--- src/rtl/rmii_cmd_pkg.sv ---
package rmii_cmd_pkg;

  localparam logic [7:0]  PREAMBLE_BYTE   = 8'h55;
  localparam logic [7:0]  SYNC_BYTE       = 8'hD5;
  localparam logic [15:0] SYNC_WINDOW     = {SYNC_BYTE, PREAMBLE_BYTE};

  localparam logic [31:0] CRC_POLY_REFL   = 32'hEDB88320;
  localparam logic [31:0] CRC_SEED        = 32'hFFFF_FFFF;
  localparam logic [31:0] CRC_RESIDUE     = 32'hDEBB_20E3;

  localparam int          ADDR_BYTES      = 6;
  localparam int          TYPE_OFFSET     = 12;
  localparam int          HDR_BYTES       = 14;

  localparam logic [7:0]  CODE_READ       = 8'h00;
  localparam logic [7:0]  CODE_WRITE      = 8'h01;

  typedef struct packed {
    logic        write;
    logic [15:0] addr;
    logic [15:0] wdata;
  } reg_cmd_t;

  typedef struct packed {
    logic       care;
    logic [7:0] value;
  } hdr_expect_t;

  // One byte of reflected CRC-32, data taken LSB first.
  function automatic logic [31:0] crc32_byte_step(input logic [31:0] crc_in,
                                                  input logic [7:0]  data);
    logic [31:0] c;
    c = crc_in ^ {24'h0, data};
    for (int b = 0; b < 8; b++) begin
      c = c[0] ? ((c >> 1) ^ CRC_POLY_REFL) : (c >> 1);
    end
    return c;
  endfunction

  // Expected header byte at a given frame index; care=0 where any value passes.
  function automatic hdr_expect_t hdr_expect(input logic [47:0] station,
                                             input logic [15:0] ftype,
                                             input logic [15:0] idx);
    hdr_expect_t e;
    e.care  = 1'b1;
    e.value = 8'h00;
    case (idx)
      16'd0:  e.value = station[47:40];
      16'd1:  e.value = station[39:32];
      16'd2:  e.value = station[31:24];
      16'd3:  e.value = station[23:16];
      16'd4:  e.value = station[15:8];
      16'd5:  e.value = station[7:0];
      16'd12: e.value = ftype[15:8];
      16'd13: e.value = ftype[7:0];
      default: e.care = 1'b0;
    endcase
    return e;
  endfunction

endpackage

--- src/rtl/rmii_dibit_framer.sv ---
module rmii_dibit_framer
  import rmii_cmd_pkg::*;
(
  input  logic       clk,
  input  logic       rst_n,
  input  logic       crs_dv,
  input  logic [1:0] rxd,
  output logic       byte_stb,
  output logic [7:0] byte_dat,
  output logic       sof,
  output logic       eof,
  output logic       eof_aligned
);

  logic [15:0] win_q;
  logic [15:0] win_next;
  logic [1:0]  phase_q;
  logic        in_frame_q;
  logic        sync_hit;

  // newest dibit enters at the top, so after four dibits a byte sits LSB-first
  assign win_next = {rxd, win_q[15:2]};
  assign sync_hit = crs_dv && !in_frame_q && (win_next == SYNC_WINDOW);

  always_ff @(posedge clk) begin
    if (!rst_n) begin
      win_q       <= '0;
      phase_q     <= '0;
      in_frame_q  <= 1'b0;
      byte_stb    <= 1'b0;
      byte_dat    <= '0;
      sof         <= 1'b0;
      eof         <= 1'b0;
      eof_aligned <= 1'b0;
    end else begin
      byte_stb <= 1'b0;
      sof      <= 1'b0;
      eof      <= 1'b0;
      if (!crs_dv) begin
        win_q   <= '0;
        phase_q <= '0;
        if (in_frame_q) begin
          eof         <= 1'b1;
          eof_aligned <= (phase_q == 2'd0);
        end
        in_frame_q <= 1'b0;
      end else if (!in_frame_q) begin
        win_q <= win_next;
        if (sync_hit) begin
          in_frame_q <= 1'b1;
          sof        <= 1'b1;
          phase_q    <= '0;
        end
      end else begin
        win_q   <= win_next;
        phase_q <= phase_q + 2'd1;
        if (phase_q == 2'd3) begin
          byte_stb <= 1'b1;
          byte_dat <= win_next[15:8];
        end
      end
    end
  end

  a_r2_sof_needs_carrier: assert property (@(posedge clk) disable iff (!rst_n)
    sof |-> $past(crs_dv));
  a_r2_byte_needs_carrier: assert property (@(posedge clk) disable iff (!rst_n)
    byte_stb |-> $past(crs_dv));
  a_r9_eof_after_drop: assert property (@(posedge clk) disable iff (!rst_n)
    eof |-> !$past(crs_dv));
  a_r2_events_exclusive: assert property (@(posedge clk) disable iff (!rst_n)
    $onehot0({sof, eof, byte_stb}));

endmodule

--- src/rtl/rmii_fcs_check.sv ---
module rmii_fcs_check
  import rmii_cmd_pkg::*;
(
  input  logic       clk,
  input  logic       rst_n,
  input  logic       clear,
  input  logic       step,
  input  logic [7:0] data,
  output logic       crc_ok
);

  logic [31:0] crc_q;

  always_ff @(posedge clk) begin
    if (!rst_n) begin
      crc_q <= CRC_SEED;
    end else if (clear) begin
      crc_q <= CRC_SEED;
    end else if (step) begin
      crc_q <= crc32_byte_step(crc_q, data);
    end
  end

  assign crc_ok = (crc_q == CRC_RESIDUE);

  a_r8_seed_on_clear: assert property (@(posedge clk) disable iff (!rst_n)
    clear |=> (crc_q == CRC_SEED));
  a_r8_idle_hold: assert property (@(posedge clk) disable iff (!rst_n)
    (!clear && !step) |=> $stable(crc_q));

endmodule

--- src/rtl/rmii_cmd_decode.sv ---
module rmii_cmd_decode
  import rmii_cmd_pkg::*;
#(
  parameter logic [47:0] STATION_ADDR    = 48'h12_34_56_78_9A_BC,
  parameter logic [15:0] FRAME_TYPE      = 16'h88B5,
  parameter int          MIN_FRAME_BYTES = 64,
  parameter int          IDX_W           = 16
) (
  input  logic       clk,
  input  logic       rst_n,
  input  logic       sof,
  input  logic       byte_stb,
  input  logic [7:0] byte_dat,
  input  logic       eof,
  input  logic       eof_aligned,
  input  logic       crc_ok,
  output logic       fcs_clear,
  output logic       fcs_step,
  output logic       cmd_valid,
  output reg_cmd_t   cmd_q
);

  localparam logic [IDX_W-1:0] IDX_CODE  = IDX_W'(HDR_BYTES);
  localparam logic [IDX_W-1:0] IDX_AHI   = IDX_W'(HDR_BYTES + 1);
  localparam logic [IDX_W-1:0] IDX_ALO   = IDX_W'(HDR_BYTES + 2);
  localparam logic [IDX_W-1:0] IDX_DHI   = IDX_W'(HDR_BYTES + 3);
  localparam logic [IDX_W-1:0] IDX_DLO   = IDX_W'(HDR_BYTES + 4);
  localparam logic [IDX_W-1:0] IDX_MIN   = IDX_W'(MIN_FRAME_BYTES);
  localparam logic [IDX_W-1:0] IDX_MAX   = {IDX_W{1'b1}};

  logic             active_q;
  logic             hdr_hit_q;
  logic [IDX_W-1:0] idx_q;
  logic [7:0]       code_q;
  logic [15:0]      addr_s;
  logic [15:0]      data_s;

  hdr_expect_t      exp_b;
  logic             byte_mismatch;
  logic             long_enough;
  logic             code_known;
  logic             accept;

  assign exp_b         = hdr_expect(STATION_ADDR, FRAME_TYPE, 16'(idx_q));
  assign byte_mismatch = exp_b.care && (byte_dat != exp_b.value);
  assign long_enough   = (idx_q >= IDX_MIN);
  assign code_known    = (code_q == CODE_READ) || (code_q == CODE_WRITE);
  assign accept        = eof && active_q && eof_aligned && hdr_hit_q &&
                         crc_ok && long_enough && code_known;

  assign fcs_clear = sof;
  assign fcs_step  = byte_stb && active_q;

  always_ff @(posedge clk) begin
    if (!rst_n) begin
      active_q  <= 1'b0;
      hdr_hit_q <= 1'b0;
      idx_q     <= '0;
      code_q    <= 8'hFF;
      addr_s    <= '0;
      data_s    <= '0;
    end else if (sof) begin
      active_q  <= 1'b1;
      hdr_hit_q <= 1'b1;
      idx_q     <= '0;
      code_q    <= 8'hFF;
    end else if (fcs_step) begin
      if (idx_q != IDX_MAX) idx_q <= idx_q + 1'b1;
      if (byte_mismatch) hdr_hit_q <= 1'b0;
      if (idx_q == IDX_CODE) code_q        <= byte_dat;
      if (idx_q == IDX_AHI)  addr_s[15:8]  <= byte_dat;
      if (idx_q == IDX_ALO)  addr_s[7:0]   <= byte_dat;
      if (idx_q == IDX_DHI)  data_s[15:8]  <= byte_dat;
      if (idx_q == IDX_DLO)  data_s[7:0]   <= byte_dat;
    end else if (eof) begin
      active_q <= 1'b0;
    end
  end

  always_ff @(posedge clk) begin
    if (!rst_n) begin
      cmd_valid <= 1'b0;
      cmd_q     <= '0;
    end else begin
      cmd_valid <= accept;
      if (accept) begin
        cmd_q.write <= (code_q == CODE_WRITE);
        cmd_q.addr  <= addr_s;
        cmd_q.wdata <= (code_q == CODE_WRITE) ? data_s : 16'h0000;
      end
    end
  end

  a_r10_single_strobe: assert property (@(posedge clk) disable iff (!rst_n)
    cmd_valid |=> !cmd_valid);
  a_r11_fields_hold: assert property (@(posedge clk) disable iff (!rst_n)
    !cmd_valid |-> $stable(cmd_q));
  a_r8_strobe_needs_crc: assert property (@(posedge clk) disable iff (!rst_n)
    cmd_valid |-> $past(crc_ok));
  a_r9_strobe_needs_length: assert property (@(posedge clk) disable iff (!rst_n)
    cmd_valid |-> ($past(idx_q) >= IDX_MIN));
  a_r5_strobe_needs_code: assert property (@(posedge clk) disable iff (!rst_n)
    cmd_valid |-> ($past(code_q) <= CODE_WRITE));
  a_r3_strobe_needs_header: assert property (@(posedge clk) disable iff (!rst_n)
    cmd_valid |-> $past(hdr_hit_q));
  a_r7_read_zero_data: assert property (@(posedge clk) disable iff (!rst_n)
    (cmd_valid && !cmd_q.write) |-> (cmd_q.wdata == 16'h0000));

endmodule

--- src/rtl/rmii_cmd_rx.sv ---
module rmii_cmd_rx
  import rmii_cmd_pkg::*;
#(
  parameter logic [47:0] STATION_ADDR    = 48'h12_34_56_78_9A_BC,
  parameter logic [15:0] FRAME_TYPE      = 16'h88B5,
  parameter int          MIN_FRAME_BYTES = 64,
  parameter int          IDX_W           = 16
) (
  input  logic        clk,
  input  logic        rst_n,
  input  logic        crs_dv,
  input  logic [1:0]  rxd,
  output logic        cmd_valid,
  output logic        cmd_write,
  output logic [15:0] cmd_addr,
  output logic [15:0] cmd_wdata
);

  logic       byte_stb;
  logic [7:0] byte_dat;
  logic       sof;
  logic       eof;
  logic       eof_aligned;
  logic       fcs_clear;
  logic       fcs_step;
  logic       crc_ok;
  reg_cmd_t   cmd_q;

  rmii_dibit_framer u_framer (
    .clk         (clk),
    .rst_n       (rst_n),
    .crs_dv      (crs_dv),
    .rxd         (rxd),
    .byte_stb    (byte_stb),
    .byte_dat    (byte_dat),
    .sof         (sof),
    .eof         (eof),
    .eof_aligned (eof_aligned)
  );

  rmii_fcs_check u_fcs (
    .clk    (clk),
    .rst_n  (rst_n),
    .clear  (fcs_clear),
    .step   (fcs_step),
    .data   (byte_dat),
    .crc_ok (crc_ok)
  );

  rmii_cmd_decode #(
    .STATION_ADDR    (STATION_ADDR),
    .FRAME_TYPE      (FRAME_TYPE),
    .MIN_FRAME_BYTES (MIN_FRAME_BYTES),
    .IDX_W           (IDX_W)
  ) u_decode (
    .clk         (clk),
    .rst_n       (rst_n),
    .sof         (sof),
    .byte_stb    (byte_stb),
    .byte_dat    (byte_dat),
    .eof         (eof),
    .eof_aligned (eof_aligned),
    .crc_ok      (crc_ok),
    .fcs_clear   (fcs_clear),
    .fcs_step    (fcs_step),
    .cmd_valid   (cmd_valid),
    .cmd_q       (cmd_q)
  );

  assign cmd_write = cmd_q.write;
  assign cmd_addr  = cmd_q.addr;
  assign cmd_wdata = cmd_q.wdata;

  a_r1_quiet_in_reset: assert property (@(posedge clk)
    !rst_n |=> (!cmd_valid && cmd_addr == 16'h0 && cmd_wdata == 16'h0 && !cmd_write));
  a_r10_strobe_after_drop: assert property (@(posedge clk) disable iff (!rst_n)
    cmd_valid |-> !$past(crs_dv));

endmodule

--- config.mk ---
export PLATFORM = sky130hd
export DESIGN_NAME = rmii_cmd_rx
export DESIGN_NICKNAME = d
export VERILOG_FILES = /design/src/rtl/rmii_cmd_pkg.sv /design/src/rtl/rmii_dibit_framer.sv /design/src/rtl/rmii_fcs_check.sv /design/src/rtl/rmii_cmd_decode.sv /design/src/rtl/rmii_cmd_rx.sv
export SDC_FILE = /design/constraint.sdc
export NUM_CORES = 1
export LEC_CHECK = 0
export ABC_AREA = 0
export BUFFER_PORTS_ARGS = -buffer_cell sky130_fd_sc_hd__buf_4
export CAP_MARGIN = 10
export CORE_ASPECT_RATIO = 0.75
export CORE_MARGIN = 3
export CORE_UTILIZATION = 35
export CTS_BUF_LIST = sky130_fd_sc_hd__clkbuf_8
export DETAILED_ROUTE_END_ITERATION = 12
export GPL_TIMING_DRIVEN = 1
export PLACE_DENSITY = 0.61
export SETUP_SLACK_MARGIN = 0.02
export SYNTH_ARGS = -nofsm -noshare
export SYNTH_HDL_FRONTEND = slang
export SYNTH_SLANG_ARGS = --single-unit
--- constraint.sdc ---
create_clock -name clk -period 2.6 [get_ports clk]
set_input_delay 0.13 -clock clk [delete_from_list [all_inputs] [get_ports clk]]
set_output_delay 0.13 -clock clk [all_outputs]
set_load 0.03 [all_outputs]
==> results of run 1 <==
-- routing by layer --
metal | routed length, um | vias to the layer above
met4 | 80 | 0
met3 | 745 | 7
met5 | 0 | -
met2 | 6160 | 98
met1 | 8970 | 2407
li1 | - | 2652
-- stage by stage --
step	area, sq um	total power, W
final	7990	0.00419
after CTS	7980	0.00424
after floorplan	6990	0.00244
after detailed placement	7570	0.00246
after global placement	7570	0.00246
after global routing	7990	0.00435
-- worst min path at each step --
stage	startpoint	end	slack, ns
after floorplan	rxd[0]	u_framer.byte_dat[6]	0.27
after global placement	rxd[0]	u_framer.win_q[14]	0.39
after detailed placement	rxd[0]	u_framer.win_q[14]	0.40
after CTS	crs_dv	u_framer.win_q[13]	0.03
after global routing	crs_dv	u_framer.win_q[8]	0.03
final	crs_dv	u_framer.in_frame_q	0.05
-- cells in the mapped netlist (all sizes together) (9+ instances only) --
cell | number | area, sq um
dfxtp | 153 | 3060
nand2 | 135 | 507
a21boi | 56 | 420
xnor2 | 52 | 542
o211ai | 32 | 240
xor2 | 32 | 280
nor2 | 31 | 116
clkbuf | 29 | 109
mux2i | 27 | 270
nand3 | 27 | 135
nor2b | 23 | 144
nand2b | 22 | 138
buf | 19 | 101
and3 | 18 | 113
a21oi | 9 | 45.0
nand4 | 9 | 62.6
nor4 | 9 | 120
-- kinds of logic (layout without fill, tap and decap cells) --
kind of cell             after synthesis  count (layout)  synth area share (%)
XOR/XNOR                              84              84                  11.8
flip-flops                           153             153                  43.8
AO/OA/AOI/OAI                        119             119                  12.3
buffers and inverters                 56             104                  3.44
multiplexers                          27              27                  3.87
adder cells (fa/ha/maj)                6               6                  1.07
AND/OR/NAND/NOR                      314             314                  23.7
-- power groups by stage --
stage	sequential (W)	combinational, W	clock [W]
floorplan	0.00240	0.0000440	0
global placement	0.00240	0.0000644	0
detailed placement	0.00240	0.0000641	0
CTS	0.00234	0.0000662	0.00182
global route	0.00235	0.0000720	0.00194
finish	0.00234	0.0000656	0.00178
-- worst max-delay path: stages (launching register included) --
cell	delay (ns)
dfxtp_1	0.44
ha_1	0.36
and3_1	0.28
and3_1	0.19
or3b_2	0.52
or3_1	0.34
a21oi_1	0.15
-- repair_timing --
| item | CTS | global route |
|---|---|---|
| setup endpoints to repair | 0 | 1 |
| hold buffers | 2 | 0 |
| resized for setup | 0 | 1 |
| hold endpoints to repair | 4 | 0 |
-- cell type report --
class / count / area (sq um)
Timing Repair Buffer: 64 / 498
Clock buffer: 18 / 248
Multi-Input combinational cell: 550 / 3700
Sequential cell: 153 / 3060
Inverter: 8 / 30.0
Clock inverter: 14 / 139
Fill cell: 1960 / 11500
Tap cell: 253 / 317
-- state kept, by name (all words and copies together) (netlist names), 2 cells and up --
register and cells:
u_decode.idx_q 16, u_framer.byte_dat 8, u_decode.addr_s 16, u_fcs.crc_q 32
u_decode.cmd_q 33, u_decode.code_q 8, u_decode.data_s 16, u_framer.win_q 14
u_framer.phase_q 2
==> metrics, run 1 <==
outcome completed; Internal Pwr Total roughly 0.0032 W; post-synthesis instance area 6990 sq um; most frequent standard cell in the layout excluding fill and tap cells dfxtp_1; number of distinct library cells after synthesis between 50 and 60; capture point of the worst path u_decode.idx_q[8]; final setup skew roughly 0.018 ns; total of flip-flops plus latches after synthesis approximately 150; antenna violations before repair 0; Vias approximately 5.2k; worst hold path cell count 3; share of power burned in registers between 50% and 60%; final hold violation count 0; count of antenna-violating nets left after detailed routing 0; number of global-route vias before repair between 4k and 5k; M1 GR Usage around a quarter; net switching power of the design a little over 0.001 W; area of the core region 19500 sq um; power per cell area 525 nW/um^2; fraction of final layout cells with drive strength greater than 1 14.3%; detail-routed via count per cell 4.87; Max Root-Sink Buffers 2; Die X-Extent around 170 um; Final Core Density ~41%; post-layout instance count excluding filler cells roughly 1.1k; proportion of synthesized chip area in sequential cells 43.8%; sum of routed wire length over all layers between 15000 and 20000 um; syn_area_per_cell 9.20 sq um; number of placed instances, taps included between 1k and 1.5k; worst reg2reg path startpoint u_decode.idx_q[0]; effective utilization at floorplan 35.8%; type of the setup path with the least slack register to register; most frequent cells in the layout 153 x dfxtp_1, 134 x nand2_1, 61 x buf_4; WL per Instance about 15 um; slack of the critical path between 0.2 and 0.25 ns; flip-flop cell with the highest count after synthesis dfxtp_1; Overflow after GRT 0; setup fix buffers added after clock tree synthesis 0; post-synthesis async set-or-reset flop share 0%; arrival time worst endpoint around 2.7 ns; worst-path maximum fanout 10; final worst-path cycle share between 90% and 100%; number of pins with negative max-slew slack in the final report 0; minimum period implied by the final worst setup slack about 2.4 ns; logic depth of the worst register-to-register path 6; required time of the critical path about 3.0 ns; fraction of met2 tracks used by global routing between 10% and 20%; final sum of negative setup slack 0 ns; number of H-tree branching levels 4; placer's final routability congestion estimate around 0.82; endpoints failing setup 0; R2R setup slack 0.24 ns; Yosys warning total 0; Worst setup startpoint u_decode.idx_q[0]; pre-CTS WS 0.278 ns; Syn Inst Count ~760; count of clock tree sinks between 150 and 200; Area growth, synth to finish 14.4%; maximum operating frequency between 400 and 500 MHz; crit path capture type register; Iteration-0 DRC Markers around 400; Clk Latency, worst-skew pair around 0.45 ns; Slew Limit Headroom around half; number of top-level design ports 39; pin count of the biggest net entering global routing 65; max-capacitance violation count 0; Clk network pwr share between 40% and 50%; net count of the mapped netlist between 700 and 800; Clock Root Buffer clkbuf_8; fraction of power spent switching nets about a quarter; clock tree from TritonCTS yes; # rows between 40 and 50; Antenna diodes 0; CTS Buf Count 17; hold slack final between 0.05 and 0.06 ns; most congested layer reported by global routing met1; LEAKAGE slightly below 3 nW; Reg clk slew, reported paths approximately 0.1 ns; combinational group share of total power roughly 1.6%; IR Drop Worst-Case VDD roughly 300 uV; final layout net count 805; DIE AREA between 20000 and 25000 sq um; All-Layer GR Usage 14.8%; # DRC 0; worst min path class input port to register; first-pass GRT wire length around 26000 um; worst r2r dst u_decode.idx_q[8]; die span in y 128 um; RSZ-0062 raised after global routing false; GR met3 Demand/Resource under 10%; port buffer count 38; number of synthesized flops with an enable pin 0; post-detail-place hpwl between 10000 and 15000 um; transition time of the tightest slew-check pin approximately 0.75 ns; crit path launch type register; iteration count of the initial detailed-routing pass 5
Note: power is estimated with default switching activity, not from simulation.
==> run 2, diff against run 1 <==
CORE_UTILIZATION = 55   (was 35)
PLACE_DENSITY = 0.83   (was 0.61)
==> run 2 against run 1 <==
Net effect:
- cell count down 9.3%
- hold slack better by 0.0049 ns
- global-route usage up 6.7 points
- clock skew down 0.0024 ns
- flip-flop and latch count unchanged
- non-clock buffer count down 8
- cell area down 1.9%
- clock-buffer cell count up 1
- critical path depth up 1
- critical path type unchanged
- critical endpoint is now u_decode.idx_q[3]
==> metrics, run 2 (same netlist as run 1, synthesis figures left out) <==
detail-routed via count per cell 5.56 (+14%); most frequent standard cell in the layout excluding fill and tap cells dfxtp_1; Die X-Extent 136 um (-20%); Clock Root Buffer clkbuf_8; crit path launch type register; antenna violations before repair 0 (unchanged); number of fill cells in the layout 937 (-52%); maximum operating frequency 425 MHz (+0.27%); most frequent cells in the layout 153 x dfxtp_1, 134 x nand2_1, 53 x buf_4; final hold violation count 0 (unchanged); count of antenna-violating nets left after detailed routing 0 (unchanged); # DRC 0 (unchanged); count of clock tree sinks 153 (unchanged); pin count of the biggest net entering global routing 65 (unchanged); DIE AREA 14100 sq um (-35%); type of the setup path with the least slack register to register; Clk Latency, worst-skew pair 0.45 ns (about the same); crit path capture type register; Overflow after GRT 0 (unchanged); CTS Buf Count 17 (unchanged); Vias 5341 (+3.4%); outcome completed; die span in y 104 um (-19%); clock tree from TritonCTS yes; IR Drop Worst-Case VDD 428 uV (+42%); leading registers by flop count u_decode.cmd_q: 33 flops, u_fcs.crc_q: 32 flops; fraction of met2 tracks used by global routing 32.7% (+14 points); sum of routed wire length over all layers 15000 um (-6.2%); endpoints failing setup 0 (unchanged); fraction of final layout cells with drive strength greater than 1 13.5% (-0.73 points); port buffer count 38 (unchanged); M1 GR Usage 30.8% (+6.3 points); # rows 34 (-23%); area of all sequential standard cells 3060 sq um (unchanged); placer's final routability congestion estimate 0.898 (+9.7%); number of H-tree branching levels 4 (unchanged); most congested layer reported by global routing met2; Reg clk slew, reported paths 0.09 ns (about the same); iteration count of the initial detailed-routing pass 5 (unchanged); worst min path class input port to register; power per cell area 547 nW/um^2 (+4.1%); final setup skew 0.0155 ns (-0.00236 ns); hold slack final 0.0561 ns (+0.00493 ns); Antenna diodes 0 (unchanged); Max Root-Sink Buffers 2 (unchanged); effective utilization at floorplan 58.2% (+22 points); WL per Instance 15.6 um (+3.5%); final worst-path cycle share 90.5% (-0.24 points); RSZ-0062 raised after global routing false; Area growth, synth to finish 12.2%; worst-path maximum fanout 10 (unchanged); LEAKAGE 2.92 nW (-1.6%); All-Layer GR Usage 21.6% (+6.7 points); max FFs per register 33 (unchanged); first-pass GRT wire length 24900 um (-3.3%); required time of the critical path 2.91 ns (-0.05 ns); post-detail-place hpwl 10300 um (-5.0%); number of top-level design ports 39 (unchanged); area of the core region 12000 sq um (-38%); logic depth of the worst register-to-register path 7 (+1); transition time of the tightest slew-check pin 0.628 ns (-0.118 ns); arrival time worst endpoint 2.66 ns (-0.06 ns); register name with the most flops u_decode.cmd_q; Slew Limit Headroom 58.1% (+7.8 points); setup fix buffers added after clock tree synthesis 0 (unchanged); number of global-route vias before repair 5005 (+7.0%); max-capacitance violation count 0 (unchanged); R2R setup slack 0.25 ns (about the same); GR met3 Demand/Resource 4.51% (+1.1 points); number of pins with negative max-slew slack in the final report 0 (unchanged); footprint of the multi-input gates 3690 sq um (-0.24%); Iteration-0 DRC Markers 408 (+3.3%); minimum period implied by the final worst setup slack 2.35 ns (-0.00625 ns); final sum of negative setup slack 0 ns (unchanged); worst hold path cell count 2 (-1); final layout net count 797 (-0.99%)
==> run 2: cell types whose count changed in the layout (fill, tap and decap cells not counted), sizes merged <==
cell,before,now
clkinvlp,2,3
clkbuf,18,19
bufinv,1,2
buf,62,54
clkinv,5,2
==> run 2: stage by stage <==
step / worst slack (ns) / area, sq um / util (%) / total power (W) / std cells
after global placement: 0.424 / 7400 / 61.7 / 0.00246 / 927
after floorplan: 0.566 / 6990 / - / 0.00244 / 759
after CTS: 0.292 / 7840 / 65.3 / 0.00431 / 961
after detailed placement: 0.321 / 7400 / 61.7 / 0.00246 / 927
after global routing: 0.0382 / 7840 / 65.3 / 0.00441 / 961
final: 0.247 / 7840 / 65.3 / 0.00428 / 961
==> run 2: area by class of cell <==
type	instances	area share, %
Multi-Input combinational cell	550	47.0
Sequential cell	153	39.1
Timing Repair Buffer	56	5.59
Clock buffer	19	3.34
Tap cell	162	2.59
Clock inverter	13	1.98
Inverter	8	0.383
==> run 2: where the power goes <==
part	internal (W)	switching, W
combinational	0.0000254	0.0000366
clock	0.000929	0.000948
sequential	0.00234	0.00000140
total	0.00330	0.000986
==> run 2: layer usage <==
| layer | wire length (um) | vias to the layer above |
|---|---|---|
| met3 | 757 | 23 |
| met5 | 0 | - |
| li1 | - | 2641 |
| met2 | 6840 | 144 |
| met1 | 7150 | 2533 |
| met4 | 218 | 0 |
==> run 2: critical path: stages (launching register included) <==
cell     delay, ns
dfxtp_1       0.45
ha_1          0.36
nand3_1       0.19
nor4_2        0.53
nor2_1        0.24
and4_1        0.27
xnor2_1       0.14
nor2_1        0.05
==> run 2: repair_timing <==
item	4_1_cts	5_1_grt
gates resized for setup	0	0
hold endpoints to repair	4	0
hold buffers	2	0
==> run 2: final timing paths <==
| path | to | start |
|---|---|---|
| worst max register to register | u_decode.idx_q[3] | u_decode.idx_q[0] |
| worst max-delay path | u_decode.idx_q[3] | u_decode.idx_q[0] |
| worst min-delay path | u_framer.win_q[5] | crs_dv |
| worst min register to register | u_decode.addr_s[6] | u_decode.addr_s[6] |
